### src/rtl/hb_gate_pkg.sv
package hb_gate_pkg;
  typedef enum logic [1:0] {
    CMD_OFF = 2'd0,
    CMD_HS  = 2'd1,
    CMD_LS  = 2'd2
  } gate_cmd_e;
endpackage

### src/rtl/hb_supply_gate.sv
module hb_supply_gate #(
  parameter int HOLDOFF_CYC = 300
) (
  input  logic clk_i,
  input  logic rst_ni,
  input  logic en_i,
  input  logic vdd_por_i,
  input  logic vdd_uvlo_i,
  output logic run_o
);
  localparam int HW = (HOLDOFF_CYC > 0) ? $clog2(HOLDOFF_CYC + 1) : 1;
  localparam logic [HW-1:0] HLOAD = HW'(HOLDOFF_CYC);

  logic          vdd_ok_q, en_q;
  logic [HW-1:0] hold_q;

  always_ff @(posedge clk_i or negedge rst_ni) begin
    if (!rst_ni) begin
      vdd_ok_q <= 1'b0;
      en_q     <= 1'b0;
      hold_q   <= '0;
    end else begin
      // lockout wins over power-on
      if (vdd_uvlo_i)     vdd_ok_q <= 1'b0;
      else if (vdd_por_i) vdd_ok_q <= 1'b1;
      en_q <= en_i;
      if (en_i != en_q)        hold_q <= HLOAD;
      else if (hold_q != '0)   hold_q <= hold_q - 1'b1;
    end
  end

  assign run_o = vdd_ok_q && en_q && (hold_q == '0);

  p_uvlo_lock_r4: assert property (@(posedge clk_i) disable iff (!rst_ni)
    vdd_uvlo_i |=> !run_o);
  p_blank_start_r3: assert property (@(posedge clk_i) disable iff (!rst_ni)
    (en_i && !en_q) |=> !run_o);
  p_en_low_r2: assert property (@(posedge clk_i) disable iff (!rst_ni)
    !en_i |=> !run_o);
endmodule

### src/rtl/hb_pwm_level.sv
module hb_pwm_level
  import hb_gate_pkg::*;
#(
  parameter int TRI_HOLD_CYC = 8
) (
  input  logic      clk_i,
  input  logic      rst_ni,
  input  logic      pwm_hi_i,
  input  logic      pwm_lo_i,
  output gate_cmd_e cmd_o
);
  localparam int TW = (TRI_HOLD_CYC > 0) ? $clog2(TRI_HOLD_CYC + 1) : 1;
  localparam logic [TW-1:0] TLIM = TW'(TRI_HOLD_CYC);

  logic          mid;
  logic [TW-1:0] mid_q;
  gate_cmd_e     cmd_q;

  assign mid = (pwm_hi_i == pwm_lo_i);

  always_ff @(posedge clk_i or negedge rst_ni) begin
    if (!rst_ni) begin
      cmd_q <= CMD_OFF;
      mid_q <= '0;
    end else if (!mid) begin
      mid_q <= '0;
      cmd_q <= pwm_hi_i ? CMD_HS : CMD_LS;
    end else if (mid_q == TLIM) begin
      cmd_q <= CMD_OFF;
    end else begin
      mid_q <= mid_q + 1'b1;
    end
  end

  assign cmd_o = cmd_q;

  p_level_hs_r5: assert property (@(posedge clk_i) disable iff (!rst_ni)
    (pwm_hi_i && !pwm_lo_i) |=> (cmd_o == CMD_HS));
  p_level_ls_r5: assert property (@(posedge clk_i) disable iff (!rst_ni)
    (!pwm_hi_i && pwm_lo_i) |=> (cmd_o == CMD_LS));
  p_short_mid_r6: assert property (@(posedge clk_i) disable iff (!rst_ni)
    (mid && mid_q != TLIM) |=> (cmd_o == $past(cmd_o)));
endmodule

### src/rtl/hb_thermal.sv
module hb_thermal #(
  parameter int TEMP_W     = 8,
  parameter int OT_SET_C   = 150,
  parameter int OT_HYST_C  = 25
) (
  input  logic              clk_i,
  input  logic              rst_ni,
  input  logic [TEMP_W-1:0] temp_i,
  output logic              fault_o
);
  localparam logic [TEMP_W-1:0] T_SET = TEMP_W'(OT_SET_C);
  localparam logic [TEMP_W-1:0] T_CLR = TEMP_W'(OT_SET_C - OT_HYST_C);

  logic fault_q;

  always_ff @(posedge clk_i or negedge rst_ni) begin
    if (!rst_ni)              fault_q <= 1'b0;
    else if (temp_i >= T_SET) fault_q <= 1'b1;
    else if (temp_i <  T_CLR) fault_q <= 1'b0;
  end

  assign fault_o = fault_q;

  p_ot_set_r7: assert property (@(posedge clk_i) disable iff (!rst_ni)
    (temp_i >= T_SET) |=> fault_o);
  p_ot_quiet_r7: assert property (@(posedge clk_i) disable iff (!rst_ni)
    (!fault_o && temp_i < T_SET) |=> !fault_o);
  p_ot_hold_r8: assert property (@(posedge clk_i) disable iff (!rst_ni)
    (fault_o && temp_i >= T_CLR) |=> fault_o);
endmodule

### src/rtl/hb_deadtime.sv
module hb_deadtime #(
  parameter int DEAD_CYC = 4
) (
  input  logic       clk_i,
  input  logic       rst_ni,
  input  logic [1:0] want_i,   // [0] high side, [1] low side
  output logic [1:0] gate_o
);
  localparam int DW = (DEAD_CYC > 0) ? $clog2(DEAD_CYC + 1) : 1;
  localparam logic [DW-1:0] DLOAD = DW'(DEAD_CYC);

  logic [1:0]    gate_q, nxt;
  logic [DW-1:0] dt_q;
  logic          dt_zero;

  assign dt_zero = (dt_q == '0);

  for (genvar g = 0; g < 2; g++) begin : g_side
    // conflicting requests turn both off
    assign nxt[g] = want_i[g] && !want_i[1-g] &&
                    (gate_q[g] || (!gate_q[1-g] && dt_zero));
  end

  always_ff @(posedge clk_i or negedge rst_ni) begin
    if (!rst_ni) begin
      gate_q <= '0;
      dt_q   <= '0;
    end else begin
      gate_q <= nxt;
      if (|(gate_q & ~nxt)) dt_q <= DLOAD;
      else if (!dt_zero)    dt_q <= dt_q - 1'b1;
    end
  end

  assign gate_o = gate_q;

  p_no_overlap_r9: assert property (@(posedge clk_i) disable iff (!rst_ni)
    !(gate_o[0] && gate_o[1]));
  p_gap_hs_r9: assert property (@(posedge clk_i) disable iff (!rst_ni)
    $rose(gate_o[0]) |-> !$past(gate_o[1]));
  p_gap_ls_r9: assert property (@(posedge clk_i) disable iff (!rst_ni)
    $rose(gate_o[1]) |-> !$past(gate_o[0]));
endmodule

### src/rtl/hb_gate_sup.sv
module hb_gate_sup
  import hb_gate_pkg::*;
#(
  parameter int HOLDOFF_CYC  = 300,
  parameter int TRI_HOLD_CYC = 8,
  parameter int DEAD_CYC     = 4,
  parameter int TEMP_W       = 8,
  parameter int OT_SET_C     = 150,
  parameter int OT_HYST_C    = 25
) (
  input  logic              clk_i,
  input  logic              rst_ni,
  input  logic              en_i,
  input  logic              pwm_hi_i,
  input  logic              pwm_lo_i,
  input  logic              vdd_por_i,
  input  logic              vdd_uvlo_i,
  input  logic [TEMP_W-1:0] temp_i,
  input  logic              dem_ls_off_i,
  output logic              hs_gate_o,
  output logic              ls_gate_o,
  output logic              fault_o
);
  logic      run, fault, allow;
  gate_cmd_e cmd;
  logic [1:0] want, gate;

  hb_supply_gate #(.HOLDOFF_CYC(HOLDOFF_CYC)) u_supply (
    .clk_i, .rst_ni, .en_i, .vdd_por_i, .vdd_uvlo_i, .run_o(run)
  );

  hb_pwm_level #(.TRI_HOLD_CYC(TRI_HOLD_CYC)) u_level (
    .clk_i, .rst_ni, .pwm_hi_i, .pwm_lo_i, .cmd_o(cmd)
  );

  hb_thermal #(.TEMP_W(TEMP_W), .OT_SET_C(OT_SET_C), .OT_HYST_C(OT_HYST_C)) u_thermal (
    .clk_i, .rst_ni, .temp_i, .fault_o(fault)
  );

  assign allow   = run && !fault;
  assign want[0] = allow && (cmd == CMD_HS);
  assign want[1] = allow && (cmd == CMD_LS) && !dem_ls_off_i;

  hb_deadtime #(.DEAD_CYC(DEAD_CYC)) u_dead (
    .clk_i, .rst_ni, .want_i(want), .gate_o(gate)
  );

  assign hs_gate_o = gate[0];
  assign ls_gate_o = gate[1];
  assign fault_o   = fault;

  p_fault_off_r7: assert property (@(posedge clk_i) disable iff (!rst_ni)
    fault_o |=> (!hs_gate_o && !ls_gate_o));
  p_dem_veto_r10: assert property (@(posedge clk_i) disable iff (!rst_ni)
    dem_ls_off_i |=> !ls_gate_o);
  p_disabled_r2: assert property (@(posedge clk_i) disable iff (!rst_ni)
    !$past(en_i, 2) |-> (!hs_gate_o && !ls_gate_o));
endmodule

### config.mk
export PLATFORM = sky130hd
export DESIGN_NAME = hb_gate_sup
export DESIGN_NICKNAME = d
export VERILOG_FILES = /design/src/rtl/hb_gate_pkg.sv /design/src/rtl/hb_supply_gate.sv /design/src/rtl/hb_pwm_level.sv /design/src/rtl/hb_thermal.sv /design/src/rtl/hb_deadtime.sv /design/src/rtl/hb_gate_sup.sv
export SDC_FILE = /design/constraint.sdc
export NUM_CORES = 1
export LEC_CHECK = 0
export ABC_AREA = 1
export BUFFER_PORTS_ARGS = -buffer_cell sky130_fd_sc_hd__clkbuf_2
export CORE_ASPECT_RATIO = 1.25
export CORE_MARGIN = 3
export CORE_UTILIZATION = 55
export CTS_CLUSTER_DIAMETER = 80
export DETAILED_ROUTE_END_ITERATION = 10
export PLACE_DENSITY = 0.77
export RECOVER_POWER = 100
export SLEW_MARGIN = 5
export SYNTH_ARGS = -nofsm -noshare
export SYNTH_HDL_FRONTEND = slang
export SYNTH_SLANG_ARGS = --single-unit
### constraint.sdc
create_clock -name clk_i -period 1.5 [get_ports clk_i]
set_input_delay 0.15 -clock clk_i [delete_from_list [all_inputs] [get_ports clk_i]]
set_output_delay 0.15 -clock clk_i [all_outputs]
set_load 0.005 [all_outputs]
Word level (Yosys, flattened, before mapping). Index checks and enable logic that the tools add are counted.

$add $sub $neg: 3. Magnitude comparators: 2. Equality and inequality tests: 8. Multiplexer cells: 13. Bitwise operators: 2. Reductions and logical operators: 27.

Operator list (count): 9-bit 2-to-1 mux (2); 1-bit logical AND (12); 9-bit logical NOT (1); 9-bit nonzero test (1); 9-bit by 1-bit subtractor with 9-bit output, second input constant (1); 8-bit greater-or-equal comparator, second input constant (1); 8-bit by 7-bit < comparator with 1-bit output, second input constant (1); 4-bit 2-to-1 mux (2); 1-bit logical NOT (6); 2-bit 2-to-1 mux (3); 3-bit 2-to-1 mux (2); 2-bit inequality test, second input constant (3); 2-bit nonzero test (3); 4-bit by 1-bit adder with 4-bit output, second input constant (1); 4-bit == test, second input constant (1); 1-bit 2-to-1 mux (4); 3-bit logical NOT (1); 3-bit by 1-bit subtractor with 3-bit output, second input constant (1); 2-bit bitwise AND (1); 2-bit by 1-bit == test with 1-bit output, second input constant (1); 2-bit == test, second input constant (1); 1-bit logical OR (2); 2-bit inverter (1); 2-bit OR reduction (1); 2 further kinds (2).

Bits in registers: 23. Input port bits: 16. Logic and storage cells: 63.

Depth between registers and ports, before layout. Gate-level depths: netlist (run 1).

Depth after elaboration: 12. Depth in mapped cells: 10.

Cells and area by module. Synthesis (run 1) repeated with hierarchy kept, for this count alone.

Cells, all modules: 182. Area, all modules: 1368.8 um2.

Modules (own cells, without submodules): hb_supply_gate (times used 1, cells each 77, area each 599.3 um2, sequential area each 275.3 um2); hb_pwm_level (times used 1, cells each 40, area each 349.1 um2, sequential area each 150.1 um2); hb_deadtime (times used 1, cells each 40, area each 299.0 um2, sequential area each 125.1 um2); hb_thermal (times used 1, cells each 17, area each 88.8 um2, sequential area each 25.0 um2); hb_gate_sup (times used 1, cells each 8, area each 32.5 um2, sequential area each 0.0 um2).

Least setup slack after synthesis (run 1). OpenSTA, ideal clock, no wires.

Path type: register to register. Start: register u_supply.hold_q[0]. End: register u_dead.dt_q[0]. Library setup time: 0.071 ns. Arrival: 1.281 ns. Slack: 0.148 ns. Cell stages (with the launch flop): 11. Path buffers: 0. Cell sequence: dfrtp_1 inv_1 ha_1 inv_1 nor2_2 nand2_4 nor2_8 nand3_1 nand2_2 nand2_1 nor2_1.

Cells in the longest elaborated chain, start to end: 12. Elaborated cells between the ends (all ways): 17. Those cells by class: 1 x eq/ne; 1 x mux; 2 x bitwise; 13 x reduce/logical.

Ends and longest elaborated chain: start: declaration (line hb_supply_gate.sv:15) `logic [HW-1:0] hold_q;`; start signal: assignment (line hb_supply_gate.sv:28) `else if (hold_q != '0) hold_q <= hold_q - 1'b1;`; 9-bit logical NOT (*) (line hb_supply_gate.sv:32) `assign run_o = vdd_ok_q && en_q && (hold_q == '0);`; 1-bit logical AND (*) (line hb_supply_gate.sv:32); 1-bit logical AND (*) (line hb_gate_sup.sv:40) `assign allow = run && !fault;`; 1-bit logical AND (2 in series) (line hb_gate_sup.sv:42) `assign want[1] = allow && (cmd == CMD_LS) && !dem_ls_off_i;`; 1-bit logical NOT (line hb_deadtime.sv:20) `assign nxt[g] = want_i[g] && !want_i[1-g] &&`; 1-bit logical AND (2 in series) (line hb_deadtime.sv:20); 2-bit inverter (*) (line hb_deadtime.sv:30) `if (|(gate_q & ~nxt)) dt_q <= DLOAD;`; 2-bit bitwise AND (*) (line hb_deadtime.sv:30); 2-bit OR reduction (*) (line hb_deadtime.sv:30); 2-bit inequality test (no line) / 3-bit 2-to-1 mux (equally long branches); end signal: assignment (line hb_deadtime.sv:31) `else if (!dt_zero) dt_q <= dt_q - 1'b1;`; end: declaration (line hb_deadtime.sv:13) `logic [DW-1:0] dt_q;`.

Mark *: on every way between the ends. The rest lies on a longest branch, timed or not. A chain may end at the register's enable or synchronous reset.

Worst setup path after layout (run 1).
Start: register u_supply.hold_q[0]. End: register u_dead.gate_q[1] (netlist: u_dead.gate_o[1]).

Cells in the longest elaborated chain, start to end: 7. Elaborated cells between the ends (all ways): 9. Those cells by class: 9 x reduce/logical.

Ends and longest elaborated chain: 9-bit logical NOT (*) (line hb_supply_gate.sv:32); 1-bit logical AND (*) (line hb_supply_gate.sv:32); 1-bit logical AND (*) (line hb_gate_sup.sv:40); 1-bit logical AND, on equally long branches (line hb_gate_sup.sv:42, hb_gate_sup.sv:41); 1-bit logical AND / 1-bit logical NOT (equally long branches) (line hb_gate_sup.sv:42, hb_deadtime.sv:20); 1-bit logical AND (*) (2 in series) (line hb_deadtime.sv:20); named net u_dead.nxt[1] (line hb_deadtime.sv:12) `logic [1:0] gate_q, nxt;`; end signal: assignment (line hb_deadtime.sv:29) `gate_q <= nxt;`; end: declaration (line hb_deadtime.sv:12).

The timed path passes the listed nets; every way through them passes the cells marked *.

==> results of run 1 <==
-- cell families (layout without fill, tap and decap cells) --
logic type | Yosys count | after routing | share of synthesized area (%)
AO/OA/AOI/OAI | 18 | 18 | 7.68
XOR/XNOR | 5 | 5 | 3.94
adder cells (fa/ha/maj) | 8 | 8 | 7.68
buffers and inverters | 32 | 63 | 9.21
flip-flops | 23 | 23 | 44.1
multiplexers | 1 | 1 | 0.768
AND/OR/NAND/NOR | 68 | 68 | 26.6
-- stage by stage --
stage,cell area [µm²],std cells,setup TNS (ns),util (%)
final,1590,217,0,71.1
after global placement,1450,206,0,64.8
after global routing,1590,217,-0.159,71.1
after floorplan,1300,155,0,-
after CTS,1500,213,0,67.3
after detailed placement,1450,206,0,64.8
-- routing by layer --
layer | up-vias | part of all wire (%) | wire length [µm]
li1 | 551 | - | -
met1 | 521 | 40 | 1050
met2 | 26 | 56 | 1490
met3 | 7 | 2.5 | 66
met4 | 0 | 1.7 | 44
met5 | - | 0 | 0
-- worst max-delay path, cell delays in order (launching register included) --
cell and delay (ns):
dfrtp_1 0.42, inv_2 0.08, ha_4 0.13, inv_2 0.04
nor2_4 0.11, nand2_4 0.07, nor2_8 0.19, nand3_4 0.10
buf_4 0.15, a21oi_1 0.13
-- how the worst min path moves through the flow --
stage | slack [ns] | start | to
4_1_cts | 0.06 | temp_i[7] | u_thermal.fault_o
3_5_place_dp | 0.17 | rst_ni | u_supply.hold_q[4]
6_report | 0.07 | temp_i[7] | u_thermal.fault_o
5_1_grt | 0.09 | vdd_por_i | u_supply.vdd_ok_q
2_1_floorplan | -0.15 | rst_ni | u_dead.dt_q[0]
3_3_place_gp | 0.16 | rst_ni | u_supply.hold_q[7]
-- cell usage in the layout, fill, tap and decap left out, types with 3 or more instances in the layout --
master,n
o21ai_0,7
inv_1,28
buf_4,4
nand2_1,21
ha_1,7
nand4_1,4
xor2_1,3
a21oi_1,6
nor2_2,4
clkbuf_1,3
inv_2,4
clkbuf_2,16
dlygate4sd3_1,3
clkbuf_4,4
nor2_1,11
nand2_2,4
dfrtp_1,23
nand3_1,11
-- sequential cells by signal, summed over array words and instances, names as in the netlist --
signal             flops
u_supply.hold_q        9
u_level.cmd_o          2
u_thermal.fault_o      1
u_supply.en_q          1
u_supply.vdd_ok_q      1
u_level.mid_q          4
u_dead.dt_q            3
u_dead.gate_o          2
-- power by group through the flow --
stage          Clock, mW  Sequential [mW]  Combinational [mW]
2_1_floorplan          0            0.721               0.172
3_3_place_gp           0            0.726               0.253
3_5_place_dp           0            0.728               0.268
4_1_cts            0.302            0.717               0.276
5_1_grt            0.321            0.724               0.354
6_report           0.292            0.717               0.308
-- area by class of cell --
| cell class | instances | area [µm²] | share of cell area (%) |
|---|---|---|---|
| timing repair buffer | 27 | 166 | 10.5 |
| sequential | 23 | 576 | 36.2 |
| clock buffer | 4 | 26.3 | 1.65 |
| multi-input combinational | 100 | 661 | 41.6 |
| inverter | 32 | 120 | 7.57 |
| tap | 31 | 38.8 | 2.44 |
-- what timing repair did --
| item | CTS | global route |
|---|---|---|
| hold buffers | 3 | 0 |
| buffers inserted | 0 | 4 |
| resized for setup | 0 | 18 |
| hold endpoints to repair | 25 | 0 |
| endpoints found under the setup margin | 0 | 5 |
==> results.sh, run 1 <==
export IMPL_die_width_um=49.5
export IMPL_clk_pin_slew_ns=0.12
export IMPL_rsz0062_at_grt="true"
export IMPL_maxCapViolCount=0
export IMPL_ioPinCount=19
export IMPL_finalMaxSlewViolations=0
export IMPL_hold_path_class="primary input to flop"
export IMPL_path_max_fanout=7
export IMPL_vias=1105
export IMPL_end_kind="flop"
export IMPL_crit_type="flop to flop"
export IMPL_rows=19
export IMPL_track_usage_pct=19.3
export IMPL_area_growth_pct=21.8
export IMPL_rr_endpoint="u_dead.gate_o[1]"
export IMPL_busiest_layer="met2"
export IMPL_worst_endpoint_required_ns=1.75
export IMPL_switching_power_uw=410
export IMPL_endpoint="u_dead.gate_o[1]"
export IMPL_reg2reg_slack_ns=0.02
export IMPL_syn_nets=179
export IMPL_start_util_pct=58.3
export IMPL_portBuffers=18
export IMPL_drive_gt1_share_pct=24.7
export IMPL_setup_viol=0
export IMPL_p_clk_share_pct=22.2
export IMPL_ys_warn_count=0
export IMPL_nNetsFinal=211
export IMPL_globalRouteMet2Util_pct=36.9
export IMPL_wl_per_cell_um=12.2
export IMPL_finClkSkew_ns=0.00301
export IMPL_power_internal_uw=906
export IMPL_synth_seq_cells=23
export IMPL_r2r_cells=9
export IMPL_antenna_found_initial=0
export IMPL_synth_most_common_cell="inv_1"
export IMPL_cts_buffers_inserted=3
export IMPL_ys_types=25
export IMPL_crit_arrival_ns=1.72
export IMPL_clk_path_buf_depth=2
export IMPL_max_clock_freq_mhz=677
export IMPL_first_pass_iters=4
export IMPL_max_slew_margin_pct=63.1
export IMPL_die_h_um=60.4
export IMPL_grt_pass1_wl_mm=4.40
export IMPL_clk_latency_ns=0.31
export IMPL_ir_drop_mv=0.575
export IMPL_cts_sinks=23
export IMPL_syn_cell_area_um2=1300
export IMPL_drt_iter0_markers=22
export IMPL_period_share_pct=98.4
export IMPL_worst_pin_slew_ns=0.554
export IMPL_ys_flop_type="dfrtp_1"
export IMPL_ys_seq_area_share_pct=44.1
export IMPL_insertedDiodeCount=0
export IMPL_status="complete, no violations"
export IMPL_nFillCells=187
export IMPL_avgSynthCellArea_um2=8.41
export IMPL_fin_ws_ns=0.0239
export IMPL_critical_path_startpoint="u_supply.hold_q[0]"
export IMPL_synth_top_area_cell="dfrtp_1"
export IMPL_worst_hold_slack_ns=0.0651
export IMPL_grtUsageMet1_pct=21.3
export IMPL_ys_async_sr_fraction_pct=100
export IMPL_drcViolationCount=0
export IMPL_grt_max_degree=24
export IMPL_startpoint_type="flop"
export IMPL_cts_htree_levels=1
export IMPL_hpwl_mm=2.00
export IMPL_grt_overflow_total=0
export IMPL_cts_tree="yes"
export IMPL_p_leak_nw=0.840
export IMPL_r2r_start="u_supply.hold_q[0]"
export IMPL_dieArea_um2=2990
export IMPL_root_buffer="clkbuf_4"
export IMPL_coreArea_um2=2230
export IMPL_finalHoldViolations=0
export IMPL_power_density_nw_per_um2=829
export IMPL_place_ws_ns=0.0784
export IMPL_seq_power_share_pct=54.5
export IMPL_first_global_vias=1095
export IMPL_min_path_cells=3
export IMPL_synthCells=155
export IMPL_p_sw_share_pct=31.2
export IMPL_vias_per_cell=5.09
export IMPL_synth_common_cells="32 x inv_1, 23 x dfrtp_1, 23 x nand2_1, 13 x nand3_1, 13 x nor2_1"
export IMPL_share_comb_of_total_power_pct=23.4
export IMPL_gp_congestion=0.882
export IMPL_synth_edf_count=0
export IMPL_total_power_mw=1.32
export IMPL_grtUsageMet3_pct=2.95
export IMPL_ant_nets=0
export IMPL_wirelength_mm=2.65
export IMPL_ys_top_cells_by_area="dfrtp_1 44%, inv_1 9.2%, ha_1 7.7%"
export IMPL_synth_top_area_share_pct=44.1
export IMPL_period_needed_ns=1.48
No activity file was read; power rests on OpenSTA's default activity.
==> run 2: changes to the inputs <==
- CORE_UTILIZATION: 55 -> 56
- CTS_BUF_LIST: unset -> sky130_fd_sc_hd__clkbuf_8 sky130_fd_sc_hd__clkbuf_16
- PLACE_DENSITY: 0.77 -> 0.78
- SYNTH_HIERARCHICAL: unset -> 1
==> results.sh, run 2 <==
export IMPL_failed_checks="setup timing"
export IMPL_die_h_um=61.3
export IMPL_finalHoldViolations=0
export IMPL_synth_seq_cells=23
export IMPL_clk_pin_slew_ns=0.08
export IMPL_worst_pin_slew_ns=0.576
export IMPL_cts_buffers_inserted=3
export IMPL_syn_nets=205
export IMPL_synth_top_area_share_pct=42.0
export IMPL_largestRegisters="u_supply/hold_q x9, u_level/mid_q x4, u_dead/dt_q x3"
export IMPL_wl_per_cell_um=11.2
export IMPL_crit_arrival_ns=1.89
export IMPL_setup_tns_ns=-1.00
export IMPL_synthCells=182
export IMPL_wirelength_mm=2.80
export IMPL_path_max_fanout=3
export IMPL_clk_latency_ns=0.26
export IMPL_startpoint_type="flop"
export IMPL_period_needed_ns=1.69
export IMPL_worst_hold_slack_ns=0.0361
export IMPL_nFillCells=163
export IMPL_finalMaxSlewViolations=0
export IMPL_multiInputGateArea_um2=694
export IMPL_crit_type="flop to flop"
export IMPL_max_slew_margin_pct=61.6
export IMPL_fin_ws_ns=-0.194
export IMPL_vias=1232
export IMPL_drive_gt1_share_pct=29.1
export IMPL_power_density_nw_per_um2=828
export IMPL_finClkSkew_ns=0.00515
export IMPL_root_buffer="clkbuf_8"
export IMPL_cts_htree_levels=1
export IMPL_synth_common_cells="49 x nand2_1, 35 x inv_1, 23 x dfrtp_1, 21 x nor2_1, 19 x nand3_1"
export IMPL_area_growth_pct=25.5
export IMPL_min_path_cells=2
export IMPL_grt_overflow_total=0
export IMPL_track_usage_pct=20.3
export IMPL_ioPinCount=19
export IMPL_start_util_pct=60.6
export IMPL_cts_sinks=23
export IMPL_end_kind="flop"
export IMPL_rsz0062_at_grt="true"
export IMPL_max_clock_freq_mhz=590
export IMPL_ys_warn_count=6
export IMPL_largest_register="u_supply/hold_q"
export IMPL_drt_iter0_markers=27
export IMPL_setup_viol=8
export IMPL_vias_per_cell=4.91
export IMPL_synth_most_common_cell="nand2_1"
export IMPL_p_leak_nw=0.939
export IMPL_status="finished, violations left"
export IMPL_ir_drop_mv=0.678
export IMPL_grt_pass1_wl_mm=4.74
export IMPL_die_width_um=50.2
export IMPL_drcViolationCount=0
export IMPL_mostFrequentLayoutCells="46 x nand2_1, 33 x inv_1, 23 x dfrtp_1, 19 x nor2_1, 17 x nand3_1"
export IMPL_syn_cell_area_um2=1370
export IMPL_ys_types=22
export IMPL_ys_async_sr_fraction_pct=100
export IMPL_portBuffers=18
export IMPL_synth_edf_count=0
export IMPL_antenna_found_initial=0
export IMPL_layoutNonFillerInstCount=251
export IMPL_r2r_cells=11
export IMPL_rows=19
export IMPL_seqCellArea_um2=576
export IMPL_gp_congestion=0.817
export IMPL_hpwl_mm=2.13
export IMPL_dieArea_um2=3080
export IMPL_nNetsFinal=244
export IMPL_ys_flop_type="dfrtp_1"
export IMPL_maxCapViolCount=0
export IMPL_avgSynthCellArea_um2=7.52
export IMPL_dp_cells=240
export IMPL_coreArea_um2=2260
export IMPL_ys_top_cells_by_area="dfrtp_1 42%, nand2_1 13%, inv_1 9.6%"
export IMPL_grt_max_degree=24
export IMPL_clk_path_buf_depth=2
export IMPL_first_pass_iters=4
export IMPL_ant_nets=0
export IMPL_final_common_cell="nand2_1"
export IMPL_insertedDiodeCount=0
export IMPL_worst_endpoint_required_ns=1.70
export IMPL_period_share_pct=113
export IMPL_synth_top_area_cell="dfrtp_1"
export IMPL_cts_tree="yes"
export IMPL_place_ws_ns=-0.217
export IMPL_largest_reg_flops=9
export IMPL_hold_path_class="primary input to flop"
export IMPL_first_global_vias=1224
export IMPL_finish_utilization_pct=76.1
export IMPL_ys_seq_area_share_pct=42.0
[run 2: cell count changes after synthesis, sizes merged, moves of 3 or more]
| cell | previous run | this run |
|---|---|---|
| a21oi | 6 | 3 |
| nor2 | 18 | 26 |
| nand3 | 13 | 21 |
| inv | 32 | 38 |
| nor3 | 3 | 0 |
| nand2 | 26 | 51 |
| xor2 | 3 | 0 |
[run 2: cells by family after synthesis]
kind of cell,synth area share [%]
AOI/OAI and AO/OA,3.84
xor gates and xnor gates,2.65
adders and majority gates,6.40
buffers and inverters,11.5
DFF,42.0
and+or+nand+nor,33.5
[run 2: critical path, stage by stage (launching register included)]
cell	delay (ns)
dfrtp_1	0.40
inv_2	0.09
ha_4	0.14
nand3_4	0.07
nor2_4	0.14
nand2_2	0.09
nor2_4	0.12
nand2_1	0.07
nor2_1	0.10
inv_1	0.07
or2_1	0.23
a21oi_2	0.10
[run 2: report_power, final]
part           total, mW  internal, mW  switching (mW)
clock network      0.375         0.185           0.190
logic              0.335         0.154           0.181
registers          0.712         0.669          0.0421
total               1.42          1.01           0.414
[run 2: timing repair]
action | in CTS | in global routing
endpoints found under the hold margin | 23 | 0
resized for setup | 3 | 8
hold buffers | 1 | 0
setup buffers | 4 | 2
pin swaps | 11 | 6
cloned | 0 | 0
setup endpoints to repair | 5 | 8
[run 2: path summary, 6_finish.rpt]
check                                   start  slack, ns           endpoint
min in group asynchronous              rst_ni       0.41     u_dead/dt_q[0]
hold / removal                     vdd_uvlo_i       0.04  u_supply/vdd_ok_q
setup reg to reg           u_supply/hold_q[1]      -0.19   u_dead/gate_o[1]
setup / recovery           u_supply/hold_q[1]      -0.19   u_dead/gate_o[1]
hold reg to reg             u_supply/vdd_ok_q       0.51  u_supply/vdd_ok_q
max in group asynchronous              rst_ni       0.71  u_thermal/fault_o
[run 2: stage by stage]
step,power [mW],cell area (µm²)
floorplan,0.923,1400
global placement,1.01,1590
detailed placement,1.04,1590
CTS,1.43,1680
global route,1.51,1720
finish,1.42,1720
[run 2: layer usage]
| layer | share of wire [%] | routed length [µm] | global-route usage [%] |
|---|---|---|---|
| met1 | 41 | 1160 | 21.7 |
| met2 | 54 | 1520 | 39.7 |
| met3 | 3.1 | 88 | 3.39 |
| met4 | 1.1 | 31 | 7.91 |
| met5 | 0 | 0 | 0 |
[run 2: cell type report]
| class | count | share of cell area (%) |
|---|---|---|
| multi-input cells | 120 | 40.4 |
| flip-flops and latches | 23 | 33.5 |
| repair buffers | 35 | 12.8 |
| inverters | 38 | 8.30 |
| clock buffers | 3 | 2.40 |
| well taps | 31 | 2.26 |
| clock inverters | 1 | 0.291 |
==> run 3: changes to the inputs <==
- CORE_UTILIZATION: 56 -> 51
- PLACE_DENSITY: 0.78 -> 0.75
- clock period: 1.5 -> 1.53 ns (I/O delays scaled with it)
==> results.sh, run 3 (same netlist as run 2, synthesis figures left out) <==
export IMPL_startpoint_type="flop"
export IMPL_final_common_cell="nand2_1"
export IMPL_crit_arrival_ns=1.78
export IMPL_multiInputGateArea_um2=699
export IMPL_switching_power_uw=392
export IMPL_dieArea_um2=3350
export IMPL_share_comb_of_total_power_pct=22.8
export IMPL_p_leak_nw=0.945
export IMPL_total_power_mw=1.37
export IMPL_cts_tree="yes"
export IMPL_period_share_pct=104
export IMPL_p_clk_share_pct=26.4
export IMPL_dr_wl_met3_um=110
export IMPL_layoutNonFillerInstCount=253
export IMPL_nFillCells=213
export IMPL_area_growth_pct=26.1
export IMPL_track_usage_pct=18.0
export IMPL_crit_type="flop to flop"
export IMPL_die_width_um=52.3
export IMPL_grt_max_degree=24
export IMPL_wl_met1_mm=1.06
export IMPL_grt_overflow_total=0
export IMPL_ant_nets=0
export IMPL_grt_pass1_wl_mm=4.61
export IMPL_worst_pin_slew_ns=0.556
export IMPL_rows=20
export IMPL_largest_register="u_supply/hold_q"
export IMPL_finClkSkew_ns=0.00105
export IMPL_mostFrequentLayoutCells="46 x nand2_1, 33 x inv_1, 23 x dfrtp_1, 18 x nand3_1, 17 x nor2_1"
export IMPL_antenna_found_initial=0
export IMPL_dp_cells=243
export IMPL_r2r_start="u_supply/hold_q[1]"
export IMPL_insertedDiodeCount=0
export IMPL_fin_ws_ns=-0.0566
export IMPL_clk_latency_ns=0.26
export IMPL_power_density_nw_per_um2=797
export IMPL_max_clock_freq_mhz=630
export IMPL_worst_endpoint_required_ns=1.73
export IMPL_holdCritStartpoint="vdd_uvlo_i"
export IMPL_vias=1208
export IMPL_coreArea_um2=2500
export IMPL_period_needed_ns=1.59
export IMPL_wirelength_mm=2.61
export IMPL_first_global_vias=1204
export IMPL_gp_congestion=0.804
export IMPL_reg2reg_slack_ns=-0.06
export IMPL_maxCapViolCount=0
export IMPL_min_path_cells=2
export IMPL_seq_power_share_pct=50.7
export IMPL_critical_path_startpoint="u_supply/hold_q[1]"
export IMPL_end_kind="flop"
export IMPL_cts_sinks=23
export IMPL_cts_htree_levels=1
export IMPL_power_internal_uw=983
export IMPL_largest_reg_flops=9
export IMPL_r2r_cells=11
export IMPL_largestRegisters="u_supply/hold_q x9, u_level/mid_q x4, u_dead/dt_q x3"
export IMPL_dr_max_layer_used="met4"
export IMPL_rsz0062_at_grt="true"
export IMPL_drive_gt1_share_pct=29.1
export IMPL_root_buffer="clkbuf_8"
export IMPL_worst_hold_slack_ns=0.0383
export IMPL_portBuffers=18
export IMPL_die_h_um=63.9
export IMPL_nNetsFinal=244
export IMPL_wl_met2_mm=1.41
export IMPL_first_pass_iters=6
export IMPL_hpwl_mm=2.01
export IMPL_min_to="u_supply/vdd_ok_q"
export IMPL_hold_path_class="primary input to flop"
export IMPL_status="finished, violations left"
export IMPL_vias_per_cell=4.77
export IMPL_finalMaxSlewViolations=0
export IMPL_wl_per_cell_um=10.3
export IMPL_p_sw_share_pct=28.5
export IMPL_clk_path_buf_depth=2
export IMPL_ioPinCount=19
export IMPL_ir_drop_mv=0.757
export IMPL_finalHoldViolations=0
export IMPL_seqCellArea_um2=576
export IMPL_max_slew_margin_pct=62.9
export IMPL_drt_iter0_markers=23
export IMPL_cts_buffers_inserted=3
export IMPL_start_util_pct=54.7
export IMPL_clk_pin_slew_ns=0.07
export IMPL_path_max_fanout=3
export IMPL_drcViolationCount=0
export IMPL_setup_viol=5
export IMPL_failed_checks="setup timing"
export IMPL_rr_endpoint="u_dead/gate_o[1]"
run 3: cell count changes in the layout (fill, tap and decap cells not counted), sizes merged:
cell	delta
inv	+1
clkinv	-1
run 3: cell type report:
cell class                 count  area share, %
timing repair buffer          35           12.8
sequential                    23           33.4
clock inverter                 1          0.218
inverter                      38           8.27
clock buffer                   3           2.39
multi-input combinational    120           40.5
tap                           33           2.39
run 3: worst max-delay path by stage:
| stage | to | slack, ns | depth (start not counted) |
|---|---|---|---|
| final | u_dead/gate_o[1] | -0.06 | 11 |
| after global routing | u_dead/dt_q[0] | -0.17 | 12 |
| after CTS | u_dead/gate_o[1] | -0.06 | 11 |
| after detailed placement | u_dead/dt_q[0] | -0.09 | 12 |
| after global placement | u_dead/dt_q[0] | -0.03 | 12 |
| after floorplan | u_dead/dt_q[0] | -0.06 | 12 |
run 3: routing by layer:
metal  GRT usage, %  vias to the layer above
met1           19.9                      554
met2           32.8                       21
met5              0                        -
met4           6.07                        0
met3           3.73                        6
li1               -                      627
run 3: power by group through the flow:
| stage | clock network, mW | registers, mW | logic [mW] |
|---|---|---|---|
| after CTS | 0.374 | 0.695 | 0.318 |
| after global routing | 0.407 | 0.704 | 0.361 |
| final | 0.363 | 0.697 | 0.314 |
| after detailed placement | 0 | 0.707 | 0.305 |
| after global placement | 0 | 0.705 | 0.292 |
| after floorplan | 0 | 0.702 | 0.203 |
run 3: worst max-delay path: stages (launching register included):
cell and delay, ns:
dfrtp_1 0.39, inv_2 0.08, ha_4 0.15, nand3_4 0.07, nor2_4 0.10, nand2_2 0.08
nor2_4 0.10, nand2_1 0.07, nor2_2 0.10, inv_2 0.06, or2_1 0.22, a21oi_2 0.11
run 3: through the flow:
step | TNS [ns] | worst slack, ns | cell area (µm²) | utilization [%]
after global placement | -0.0640 | -0.0310 | 1600 | 63.8
after detailed placement | -0.331 | -0.0903 | 1600 | 63.8
after global routing | -0.730 | -0.170 | 1730 | 69.0
after floorplan | -0.129 | -0.0590 | 1400 | -
after CTS | -0.162 | -0.0571 | 1690 | 67.7
final | -0.169 | -0.0566 | 1730 | 69.0
run 3: timing repair:
item	4_1_cts	5_1_grt
hold endpoints to repair	23	0
buffers inserted	4	1
hold buffers	1	0
pin swaps	4	6
setup endpoints to repair	5	5
gates resized for setup	4	9
